[src/rtl/credit_link_pkg.sv]
package credit_link_pkg;
  function automatic int count_bits(input int max_value);
    return $clog2(max_value + 1);
  endfunction
endpackage

[src/rtl/link_pipe.sv]
module link_pipe #(
  parameter int W      = 8,
  parameter int STAGES = 3
) (
  input  logic         clk,
  input  logic         rst,
  input  logic [W-1:0] d_in,
  output logic [W-1:0] d_out
);
  generate
    if (STAGES == 0) begin : g_wire
      assign d_out = d_in;
    end else begin : g_regs
      logic [W-1:0] stg [STAGES];
      always_ff @(posedge clk) begin
        if (rst) begin
          for (int i = 0; i < STAGES; i++) stg[i] <= '0;
        end else begin
          stg[0] <= d_in;
          for (int i = 1; i < STAGES; i++) stg[i] <= stg[i-1];
        end
      end
      assign d_out = stg[STAGES-1];
    end
  endgenerate
endmodule

[src/rtl/credit_sender.sv]
module credit_sender #(
  parameter int DEPTH = 8,
  parameter int CNT_W = 4
) (
  input  logic clk,
  input  logic rst,
  input  logic in_valid,
  output logic in_ready,
  input  logic credit_ret,
  output logic send
);
  logic [CNT_W-1:0] credits;

  assign in_ready = (credits != '0);
  assign send     = in_valid & in_ready;

  always_ff @(posedge clk) begin
    if (rst) begin
      credits <= CNT_W'(DEPTH);
    end else begin
      case ({send, credit_ret})
        2'b10:   credits <= credits - 1'b1;
        2'b01:   credits <= credits + 1'b1;
        default: credits <= credits;
      endcase
    end
  end

  assert_credit_cap_R9: assert property (@(posedge clk) disable iff (rst)
    credits <= CNT_W'(DEPTH));

  assert_send_and_return_R6: assert property (@(posedge clk) disable iff (rst)
    (send && credit_ret) |=> $stable(credits));

  assert_send_consumes_R2: assert property (@(posedge clk) disable iff (rst)
    (send && !credit_ret) |=> (credits == $past(credits) - 1'b1));
endmodule

[src/rtl/credit_receiver.sv]
module credit_receiver #(
  parameter int DATA_W = 8,
  parameter int DEPTH  = 8
) (
  input  logic              clk,
  input  logic              rst,
  input  logic              wr_en,
  input  logic [DATA_W-1:0] wr_data,
  output logic              out_valid,
  input  logic              out_ready,
  output logic [DATA_W-1:0] out_data,
  output logic              pop
);
  localparam int PTR_W = (DEPTH > 1) ? $clog2(DEPTH) : 1;
  localparam int CNT_W = credit_link_pkg::count_bits(DEPTH);

  logic [DATA_W-1:0] mem [DEPTH];
  logic [PTR_W-1:0]  wr_ptr, rd_ptr;
  logic [CNT_W-1:0]  fill;

  function automatic logic [PTR_W-1:0] bump(input logic [PTR_W-1:0] p);
    return (p == PTR_W'(DEPTH - 1)) ? '0 : p + 1'b1;
  endfunction

  assign out_valid = (fill != '0);
  assign out_data  = mem[rd_ptr];
  assign pop       = out_valid & out_ready;

  always_ff @(posedge clk) begin
    if (wr_en) mem[wr_ptr] <= wr_data;
  end

  always_ff @(posedge clk) begin
    if (rst) begin
      wr_ptr <= '0;
      rd_ptr <= '0;
      fill   <= '0;
    end else begin
      if (wr_en) wr_ptr <= bump(wr_ptr);
      if (pop)   rd_ptr <= bump(rd_ptr);
      case ({wr_en, pop})
        2'b10:   fill <= fill + 1'b1;
        2'b01:   fill <= fill - 1'b1;
        default: fill <= fill;
      endcase
    end
  end

  assert_no_overflow_R3: assert property (@(posedge clk) disable iff (rst)
    wr_en |-> (fill < CNT_W'(DEPTH)));

  assert_head_hold_R8: assert property (@(posedge clk) disable iff (rst)
    (out_valid && !out_ready) |=> (out_valid && $stable(out_data)));
endmodule

[src/rtl/credit_link.sv]
module credit_link #(
  parameter int DATA_W = 8,
  parameter int LAT    = 4
) (
  input  logic              clk,
  input  logic              rst,
  input  logic              in_valid,
  output logic              in_ready,
  input  logic [DATA_W-1:0] in_data,
  output logic              out_valid,
  input  logic              out_ready,
  output logic [DATA_W-1:0] out_data
);
  localparam int DEPTH = 2 * LAT;
  localparam int HOPS  = LAT - 1;
  localparam int CNT_W = credit_link_pkg::count_bits(DEPTH);

  logic              send, pop, credit_back, rx_wr;
  logic [DATA_W-1:0] rx_data;

  credit_sender #(.DEPTH(DEPTH), .CNT_W(CNT_W)) u_tx (
    .clk(clk), .rst(rst), .in_valid(in_valid), .in_ready(in_ready),
    .credit_ret(credit_back), .send(send)
  );

  link_pipe #(.W(DATA_W + 1), .STAGES(HOPS)) u_fwd (
    .clk(clk), .rst(rst), .d_in({send, in_data}), .d_out({rx_wr, rx_data})
  );

  credit_receiver #(.DATA_W(DATA_W), .DEPTH(DEPTH)) u_rx (
    .clk(clk), .rst(rst), .wr_en(rx_wr), .wr_data(rx_data),
    .out_valid(out_valid), .out_ready(out_ready), .out_data(out_data), .pop(pop)
  );

  link_pipe #(.W(1), .STAGES(HOPS)) u_rev (
    .clk(clk), .rst(rst), .d_in(pop), .d_out(credit_back)
  );
endmodule

[config.mk]
export PLATFORM = sky130hd
export DESIGN_NAME = credit_link
export DESIGN_NICKNAME = d
export VERILOG_FILES = /design/src/rtl/credit_link_pkg.sv /design/src/rtl/link_pipe.sv /design/src/rtl/credit_sender.sv /design/src/rtl/credit_receiver.sv /design/src/rtl/credit_link.sv
export SDC_FILE = /design/constraint.sdc
export NUM_CORES = 1
export LEC_CHECK = 0
export BUFFER_PORTS_ARGS = -buffer_cell sky130_fd_sc_hd__buf_2
export CORE_MARGIN = 5
export CORE_UTILIZATION = 54
export DETAILED_ROUTE_END_ITERATION = 7
export HOLD_SLACK_MARGIN = 0.08
export PLACE_DENSITY = 0.71
export SYNTH_ARGS = -nofsm -noshare
export SYNTH_HDL_FRONTEND = slang
export SYNTH_SLANG_ARGS = --single-unit
[constraint.sdc]
create_clock -name clk -period 2.9 [get_ports clk]
set_input_delay 0.29 -clock clk [delete_from_list [all_inputs] [get_ports clk]]
set_output_delay 0.29 -clock clk [all_outputs]
set_load 0.03 [all_outputs]
==> results.yml, run 1 <==
clock_network:
  cts_buffers: 9
  cts.clk_slew.worst_paths_ns: 0.09
  tritoncts: "yes"
  cts_hold_buf: 0
  clock_path_buffers: 2
  ctsResizeCount: 0
  htreeDepth: 3
  clockRootBuffer: "clkbuf_8"
  postCtsSetupBuffers: 0
  cts_num_sinks: 111
  clock_latency_ns: 0.35
floorplan:
  die-area_um2: 9595
  initial_core_util_pct: 54.63
  rows: 32
  core_um2: 7647
  die_x_um: 97.96
  dieHeight_um: 97.96
  ios: 22
critical_path:
  critPathCaptureType: "flip-flop"
  worst-setup-path-type: "reg -> reg"
  crit_buf_inv: 1
  worst_ep_arrival_time_ns: 2.82
  cp_top_family: "simple AND/OR/NAND/NOR gates"
  critical_path_depth: 8
  r2r_setup_slack_ns: 0.32
  cp_slowest_cell: "or4_4"
  crit_path_max_incr_delay_ns: 0.53
  crit_chain: "or4_4, nand2_1, inv_1, ha_1, nor4b_1, o21ai_0, o31ai_1, mux2_2"
  worst_setup_path_start_kind: "flip-flop"
  cp_max_fo: 7
  required_ns: 3.14
  rr_worst_depth: 8
routing:
  wl_per_cell_um: 15.93
  drtPass1Iterations: 4
  drc: 0
  drt_wl_total_um: 6196
  via_count: 2051
  viasPerCell: 5.272
  antenna_left: 0
  drt_iter0_markers: 106
power:
  p_int_uw: 2376
  pwr-share-seq_pct: 56.6
  pwr-share-comb_pct: 12.2
  power_uw: 3099
  leakagePower_uw: 0.001665
  max-vdd-ir-drop_v: 0.0004038
  switching_share_pct: 23.31
  clockPowerShare_pct: 31.3
  power_switching_uw: 722.2
  power_density_nw_per_um2: 676.3
logic_synthesis:
  yosysTopAreaCellShare_pct: 46.00
  syn_area_um2: 4178
  synth_edf_count: 64
  ys_ff_latch: 111
  yosysSeqAreaShare_pct: 68.52
  netlist_instances: 259
  synth_area_leader_cell: "edfxtp_1"
  synth_ff_type: "edfxtp_1"
  postSynthNetCount: 282
  ys_top_cells_by_area: "edfxtp_1 46%, dfxtp_1 23%, mux4_1 9.4%"
  async_flop_share_pct: 0
  ys_types: 33
  yosysWarnings: 0
  synth_area_per_cell_um2: 16.13
  synthTopCellsByCount: "64 x edfxtp_1, 47 x dfxtp_1, 31 x nor2b_1"
  yosysMostFrequentCell: "edfxtp_1"
status:
  outcome: "completed"
timing:
  fin_tns_setup_ns: 0
  hold_viol: 0
  finalCriticalPeriod_ns: 2.581
  maxSlewHeadroom_pct: 39.45
  max_freq_ghz: 0.3875
  worst_pin_slew_ns: 0.9049
  slew_violations: 0
  clock-skew-final_ns: 0.01026
  holdWs_ns: 0.1378
  min_period_over_period_pct: 88.99
  rsz0062_at_grt: "no"
  setup_viol: 0
cells_and_area:
  layout.nets: 305
  fillers: 600
  regArea_um2: 2863
  multi_input_area_um2: 1234
  drive_gt1_share_pct: 17.77
  synthToLayoutAreaGrowth_pct: 9.673
  final_cells: 389
  antenna_cells: 0
  fin_util_pct: 59.91
global_routing:
  grt_pass1_vias: 2040
  met1_usage_pct: 16.95
  gr-usage-all-layers_pct: 13.91
  overflow: 0
  antenna_found_initial: 0
  grtUsageMet3_pct: 3.000
  grt_max_degree: 47
  gr-usage-met2_pct: 23.56
  grt_pass1_wl_um: 10120
  busiest_layer: "met2"
placement:
  dp_hpwl_um: 3869
  place_inst: 373
  gp_congestion: 0.7505
  port_buffers: 21
flow_run:
  drv_cap: 0
hold_path:
  hp-class: "in -> reg"
  hold_depth: 2
## registers in the layout, summed over array words and instances (netlist names), named ones only
register / flops
u_rx.fill: 4
u_rev.g_regs.stg: 3
u_rx.mem: 64
u_tx.credits: 4
u_rx.wr_ptr: 3
u_fwd.g_regs.stg: 27
u_rx.rd_ptr: 3
## kinds of logic (layout without fill, tap and decap cells)
family / count (synthesis) / in the layout / synth area share, %
mux: 31 / 31 / 13.84
flops: 111 / 111 / 68.52
xor+xnor: 5 / 5 / 1.048
fa+ha+maj: 11 / 11 / 3.474
buf+inv: 15 / 43 / 1.947
simple gates: 73 / 73 / 9.464
compound gates: 13 / 13 / 1.707
## stage by stage
| step | instance area, µm² | setup slack [ns] |
|---|---|---|
| 3_5_place_dp | 4363 | 0.3613 |
| 4_1_cts | 4582 | 0.3543 |
| 2_1_floorplan | 4178 | 0.3921 |
| 5_1_grt | 4582 | 0.1096 |
| 6_report | 4582 | 0.3192 |
| 3_3_place_gp | 4363 | 0.4571 |
## path summary, 6_finish.rpt
path,startpoint,end
worst max register to register,u_rx.fill[0],u_rx.fill[3]
worst max-delay path,u_rx.fill[0],u_rx.fill[3]
worst min-delay path,in_data[2],u_fwd.g_regs.stg[0][2]
worst min register to register,u_fwd.g_regs.stg[0][17],u_fwd.g_regs.stg[0][26]
## area by class of cell
class / count / area share, %
multi-input cells: 133 / 26.93
clock inverters: 7 / 2.075
repair buffers: 24 / 2.785
clock buffers: 9 / 2.703
well taps: 102 / 2.785
flip-flops and latches: 111 / 62.48
inverters: 3 / 0.2458
## power groups by stage
stage / Sequential [µW] / Clock (µW) / Combinational, µW
after floorplan: 1770 / 0 / 325
after detailed placement: 1790 / 0 / 379
final: 1750 / 969 / 377
after global routing: 1760 / 1080 / 415
after global placement: 1790 / 0 / 369
after CTS: 1750 / 996 / 382
## per-layer routing
| metal | share of wire, % | vias up | wire (µm) |
|---|---|---|---|
| met2 | 53 | 43 | 3286 |
| met5 | 0 | - | 0 |
| met4 | 1.2 | 0 | 77 |
| li1 | - | 1001 | - |
| met3 | 3.7 | 8 | 229 |
| met1 | 42 | 999 | 2602 |
## cell usage in the layout, fill, tap and decap left out, drive strengths merged, types with 2 or more instances in the layout
cell / count
a21oi: 7
buf: 24
bufinv: 2
clkbuf: 9
clkinv: 4
dfxtp: 47
edfxtp: 64
ha: 10
inv: 4
mux2: 9
mux2i: 6
mux4: 16
nand2: 7
nand2b: 3
nor2: 22
nor2b: 31
nor3: 2
o21ai: 3
or3: 2
or4: 2
xor2: 4
(Power assumes the default switching activity.)
==> run 2, diff against run 1 <==
ABC_AREA = 1   (was unset)
==> run 2 against run 1 <==
Critical path type is now reg -> out. Clock power about the same. Combinational power rose to 2.7 times the previous value. Via count rose by 28%. Cell area up 1.9%. Utilization up 0.48 points. Cell count increased by 35%. Die area grew 2.0%. Register-to-register slack improved by 0.60 ns. Worst hold slack worse by 0.026 ns. Area after synthesis up 2.2%. Clock skew is 0.0015 ns higher. Global-route usage grew 1.7 points.
==> results.yml, run 2 <==
status:
  outcome: "completed"
hold_path:
  hp-class: "in -> reg"
  hold_depth: 3
critical_path:
  worst_setup_path_start_kind: "flip-flop"
  cp_max_fo: 19
  cp_common_cell: "nand2_1"
  crit_path_max_incr_delay_ns: 0.63
  crit_chain: "buf_4, o21ai_0, o22ai_1, nand2_1, nand2_1, buf_2"
  crit_buf_inv: 2
  critical_path_depth: 6
  cp_top_family: "flip-flops"
  required_ns: 2.61
  r2r_end: "u_rx.fill[2]"
  worst_ep_arrival_time_ns: 1.96
  cp_slowest_cell: "dfxtp_1"
  rr_startpoint: "u_rx.fill[1]"
  critPathCaptureType: "output pin"
  worst-setup-path-type: "reg -> out"
  critPathCapture: "out_data[3]"
  rr_worst_depth: 13
  r2r_setup_slack_ns: 0.92
logic_synthesis:
  postSynthNetCount: 418
  netlist_instances: 395
  synth_area_per_cell_um2: 10.81
  syn_area_um2: 4272
  synth_ff_type: "edfxtp_1"
  synth_edf_count: 64
  ys_types: 26
  synth_area_leader_cell: "edfxtp_1"
  ys_ff_latch: 111
  yosysMostFrequentCell: "nor2_1"
  async_flop_share_pct: 0
  synthTopCellsByCount: "83 x nor2_1, 64 x edfxtp_1, 48 x inv_1"
  ys_top_cells_by_area: "edfxtp_1 45%, dfxtp_1 22%, nor2_1 7.3%"
  yosysTopAreaCellShare_pct: 44.99
  yosysSeqAreaShare_pct: 67.02
  yosysWarnings: 0
floorplan:
  ios: 22
  core_um2: 7727
  die-area_um2: 9789
  die_x_um: 98.94
  dieHeight_um: 98.94
  rows: 32
  initial_core_util_pct: 55.28
timing:
  finalCriticalPeriod_ns: 2.249
  clock-skew-final_ns: 0.01174
  max_freq_ghz: 0.4446
  min_period_over_period_pct: 77.56
  slew_violations: 0
  rsz0062_at_grt: "no"
  worst_pin_slew_ns: 0.9454
  hold_viol: 0
  setup_viol: 0
  maxSlewHeadroom_pct: 36.74
  fin_tns_setup_ns: 0
clock_network:
  clock_path_buffers: 2
  cts.clk_slew.worst_paths_ns: 0.11
  htreeDepth: 3
  cts_num_sinks: 111
  cts_hold_buf: 0
  tritoncts: "yes"
  postCtsSetupBuffers: 0
  ctsResizeCount: 0
  clock_latency_ns: 0.37
  cts_buffers: 9
  clockRootBuffer: "clkbuf_8"
cells_and_area:
  reg_top3: "u_rx.mem (64), u_fwd.g_regs.stg (27)"
  finalInstanceArea_um2: 4667
  largest_reg_flops: 64
  largest-register: "u_rx.mem"
  drive_gt1_share_pct: 10.82
  layout.nets: 443
  antenna_cells: 0
  final_common_cell: "nor2_1"
  synthToLayoutAreaGrowth_pct: 9.256
  final_cell_mix: "83 x nor2_1, 64 x edfxtp_1, 48 x inv_1, 47 x dfxtp_1, 43 x nand2_1"
  final_cells: 527
routing:
  antenna_left: 0
  viasPerCell: 4.972
  wl_per_cell_um: 13.56
  drt_wl_total_um: 7146
  via_count: 2620
  drt_iter0_markers: 120
  drtPass1Iterations: 4
  drc: 0
global_routing:
  gr-usage-all-layers_pct: 15.62
  grt_pass1_wl_um: 11790
  antenna_found_initial: 0
  grt_pass1_vias: 2442
  grt_max_degree: 36
  overflow: 0
power:
  switching_share_pct: 33.96
  clockPowerShare_pct: 25.3
  leakagePower_uw: 0.001876
  p_int_uw: 2527
  pwr-share-comb_pct: 26.6
  power_density_nw_per_um2: 820.0
  power_switching_uw: 1300
  max-vdd-ir-drop_v: 0.0003755
  pwr-share-seq_pct: 48.1
placement:
  dp_hpwl_um: 4760
  place_inst: 511
  dpl-instance-area_um2: 4443
  gp_congestion: 0.8123
  port_buffers: 21
flow_run:
  drv_cap: 0
==> run 2: worst min-delay path by stage <==
stage | startpoint | end
2_1_floorplan | u_fwd.g_regs.stg[0][1] | u_fwd.g_regs.stg[0][10]
3_3_place_gp | u_fwd.g_regs.stg[0][14] | u_fwd.g_regs.stg[0][23]
3_5_place_dp | u_fwd.g_regs.stg[0][6] | u_fwd.g_regs.stg[0][15]
4_1_cts | in_data[6] | u_fwd.g_regs.stg[0][6]
5_1_grt | in_data[6] | u_fwd.g_regs.stg[0][6]
6_report | in_data[6] | u_fwd.g_regs.stg[0][6]
==> run 2: area by class of cell <==
cell class | count | area, µm²
clock buffer | 9 | 123.9
multi-input combinational | 222 | 1119
sequential | 111 | 2863
clock inverter | 7 | 100.1
timing repair buffer | 27 | 150.1
inverter | 49 | 183.9
tap | 102 | 127.6
fill | 633 | 3060
==> run 2: stage by stage <==
| stage | setup WS [ns] | total power, µW | utilization (%) | hold WS, ns |
|---|---|---|---|---|
| finish | 0.6509 | 3827 | 60.40 | 0.1120 |
| global route | 0.4481 | 4072 | 60.40 | 0.08776 |
| CTS | 0.6200 | 3860 | 60.40 | 0.09272 |
| detailed placement | 0.9559 | 2903 | 57.50 | 0.3934 |
| global placement | 1.012 | 2878 | 57.50 | 0.3890 |
| floorplan | 0.8185 | 2693 | - | 0.3883 |
==> run 2: worst reg2reg max path, stage by stage (launching register included) <==
cell,delay [ns]
dfxtp_1,0.40
inv_1,0.07
nand4_1,0.11
nand2_1,0.13
inv_1,0.16
ha_1,0.23
nand2_1,0.07
inv_1,0.07
nor2_1,0.06
ha_1,0.17
a21oi_1,0.14
xnor2_1,0.08
o21ai_0,0.14
inv_1,0.05
==> run 2: layer usage <==
metal	track usage (%)	vias to the layer above	routed length, µm
met5	0	-	0
met4	7.248	0	130
met3	2.831	12	326
met2	25.52	73	3443
met1	20.23	1189	3245
li1	-	1346	-
==> run 2: cells by family after synthesis <==
group	share of synthesized area [%]
compound gates	7.264
flops	67.02
fa+ha+maj	3.398
xor+xnor	1.025
mux	1.875
simple gates	12.62
buf+inv	6.795
==> run 2: power by group through the flow <==
stage	sequential, µW	combinational, µW	clock [µW]
floorplan	1840	849	0
global route	1860	1140	1070
CTS	1840	1030	990
detailed placement	1880	1030	0
finish	1840	1020	969
global placement	1870	1000	0
==> run 3, diff against run 2 <==
clock period = 2.2 ns   (was 2.9 ns; I/O delays follow)
==> run 3 against run 2 <==
Worst hold slack better by 0.0026 ns. Utilization grew 1.5 points. Cell count grew 3.0%. Worst setup slack worse by 0.43 ns. Combinational power increased by 36%. Cell area up 2.4%. Die area unchanged. Clock power rose by 15%. Global-route usage is 0.44 points higher.
==> results.yml, run 3 (synthesized netlist as in run 2, its figures left out) <==
status:
  outcome: "completed"
critical_path:
  critPathCaptureType: "output pin"
  rr_worst_depth: 13
  cp_max_fo: 24
  worst_ep_arrival_time_ns: 1.76
  r2r_setup_slack_ns: 0.23
  rr_startpoint: "u_rx.fill[1]"
  critPathCapture: "out_data[5]"
  worst_setup_path_start_kind: "flip-flop"
  r2r_end: "u_rx.fill[2]"
  required_ns: 1.98
  worst-setup-path-type: "reg -> out"
global_routing:
  gr-usage-all-layers_pct: 16.06
  overflow: 0
  grt_pass1_vias: 2699
  grt_pass1_wl_um: 12430
  antenna_found_initial: 0
  grt_max_degree: 36
placement:
  dp_hpwl_um: 4712
  place_ws_ns: 0.2668
  port_buffers: 21
  gp_congestion: 0.7772
routing:
  drc: 0
  antenna_left: 0
  drt_iter0_markers: 133
  viasPerCell: 4.939
  wl_per_cell_um: 13.47
  via_count: 2682
  drtPass1Iterations: 4
  drt_wl_total_um: 7315
timing:
  setup_viol: 0
  hold_viol: 0
  clock-skew-final_ns: 0.005834
  fin_tns_setup_ns: 0
  rsz0062_at_grt: "no"
  final.setup.worst_slack_ns: 0.2237
  finalCriticalPeriod_ns: 1.976
  holdWs_ns: 0.1146
  min_period_over_period_pct: 89.83
  maxSlewHeadroom_pct: 61.25
  slew_violations: 0
  worst_pin_slew_ns: 0.5812
  max_freq_ghz: 0.5060
power:
  power_density_nw_per_um2: 1029
  clockPowerShare_pct: 22.7
  leakagePower_uw: 0.001937
  max-vdd-ir-drop_v: 0.0005900
  switching_share_pct: 34.58
  power_switching_uw: 1701
  pwr-share-seq_pct: 49.1
  p_int_uw: 3218
  pwr-share-comb_pct: 28.2
clock_network:
  cts_buffers: 9
  postCtsSetupBuffers: 0
  cts_num_sinks: 111
  cts.clk_slew.worst_paths_ns: 0.10
  tritoncts: "yes"
  clock_path_buffers: 2
  clock_latency_ns: 0.36
  clockRootBuffer: "clkbuf_8"
  htreeDepth: 3
cells_and_area:
  final_cell_mix: "83 x nor2_1, 64 x edfxtp_1, 48 x inv_1, 46 x dfxtp_1, 43 x nand2_1"
  reg_top3: "u_rx.mem (64), u_fwd.g_regs.stg (27)"
  fillers: 609
  synthToLayoutAreaGrowth_pct: 11.89
  drive_gt1_share_pct: 12.47
  antenna_cells: 0
  final_common_cell: "nor2_1"
  largest-register: "u_rx.mem"
  fin_util_pct: 61.85
  layout.nets: 459
  largest_reg_flops: 64
hold_path:
  hp-class: "in -> reg"
floorplan:
  rows: 32
  dieHeight_um: 98.94
  initial_core_util_pct: 55.28
  core_um2: 7727
  ios: 22
  die-area_um2: 9789
  die_x_um: 98.94
flow_run:
  drv_cap: 0
run 3: routing by layer:
layer,GRT usage (%),share of wire [%],up-vias
met1,20.10,45,1230
met2,26.50,48,62
met4,8.508,2.6,0
met5,0,0,-
li1,-,-,1375
met3,2.902,4.3,15
run 3: cell type report:
type                       instances  area [µm²]  area share (%)
clock buffer                       9       123.9           2.592
clock inverter                     7       58.81           1.230
inverter                          49       183.9           3.848
multi-input combinational        222        1119           23.40
sequential                       111        2864           59.92
tap                              102       127.6           2.670
timing repair buffer              43       302.8           6.335
run 3: repair_timing:
action                     4_1_cts  5_1_grt
setup endpoints to repair        1        0
resized for setup                1        0
hold buffers                     8        0
hold endpoints to repair         8        0
run 3: worst min path at each step:
stage,to,cells past startpoint,from
global placement,u_fwd.g_regs.stg[0][22],2,u_fwd.g_regs.stg[0][13]
finish,u_fwd.g_regs.stg[0][8],3,in_valid
detailed placement,u_fwd.g_regs.stg[0][13],2,u_fwd.g_regs.stg[0][4]
floorplan,u_fwd.g_regs.stg[0][0],2,in_data[0]
global route,u_fwd.g_regs.stg[0][8],3,in_valid
CTS,u_fwd.g_regs.stg[0][8],3,in_valid
run 3: stage by stage:
| step | power, µW | std cells | instance area (µm²) |
|---|---|---|---|
| floorplan | 3550 | 395 | 4272 |
| global placement | 3794 | 519 | 4516 |
| detailed placement | 3844 | 519 | 4516 |
| CTS | 4967 | 543 | 4780 |
| global route | 5222 | 543 | 4780 |
| finish | 4920 | 543 | 4780 |
run 3: critical path, stage by stage, from the launching register on:
cell and delay, ns:
dfxtp_2 0.42, inv_2 0.36, nor2_1 0.09, o21ai_1 0.14, nand2_1 0.09, nand2_1 0.09, buf_2 0.20
run 3: power by group through the flow:
stage,Sequential (µW),Clock (µW),Combinational [µW]
2_1_floorplan,2430,0,1120
3_3_place_gp,2460,0,1330
3_5_place_dp,2460,0,1380
4_1_cts,2420,1140,1400
5_1_grt,2440,1210,1570
6_report,2420,1110,1390
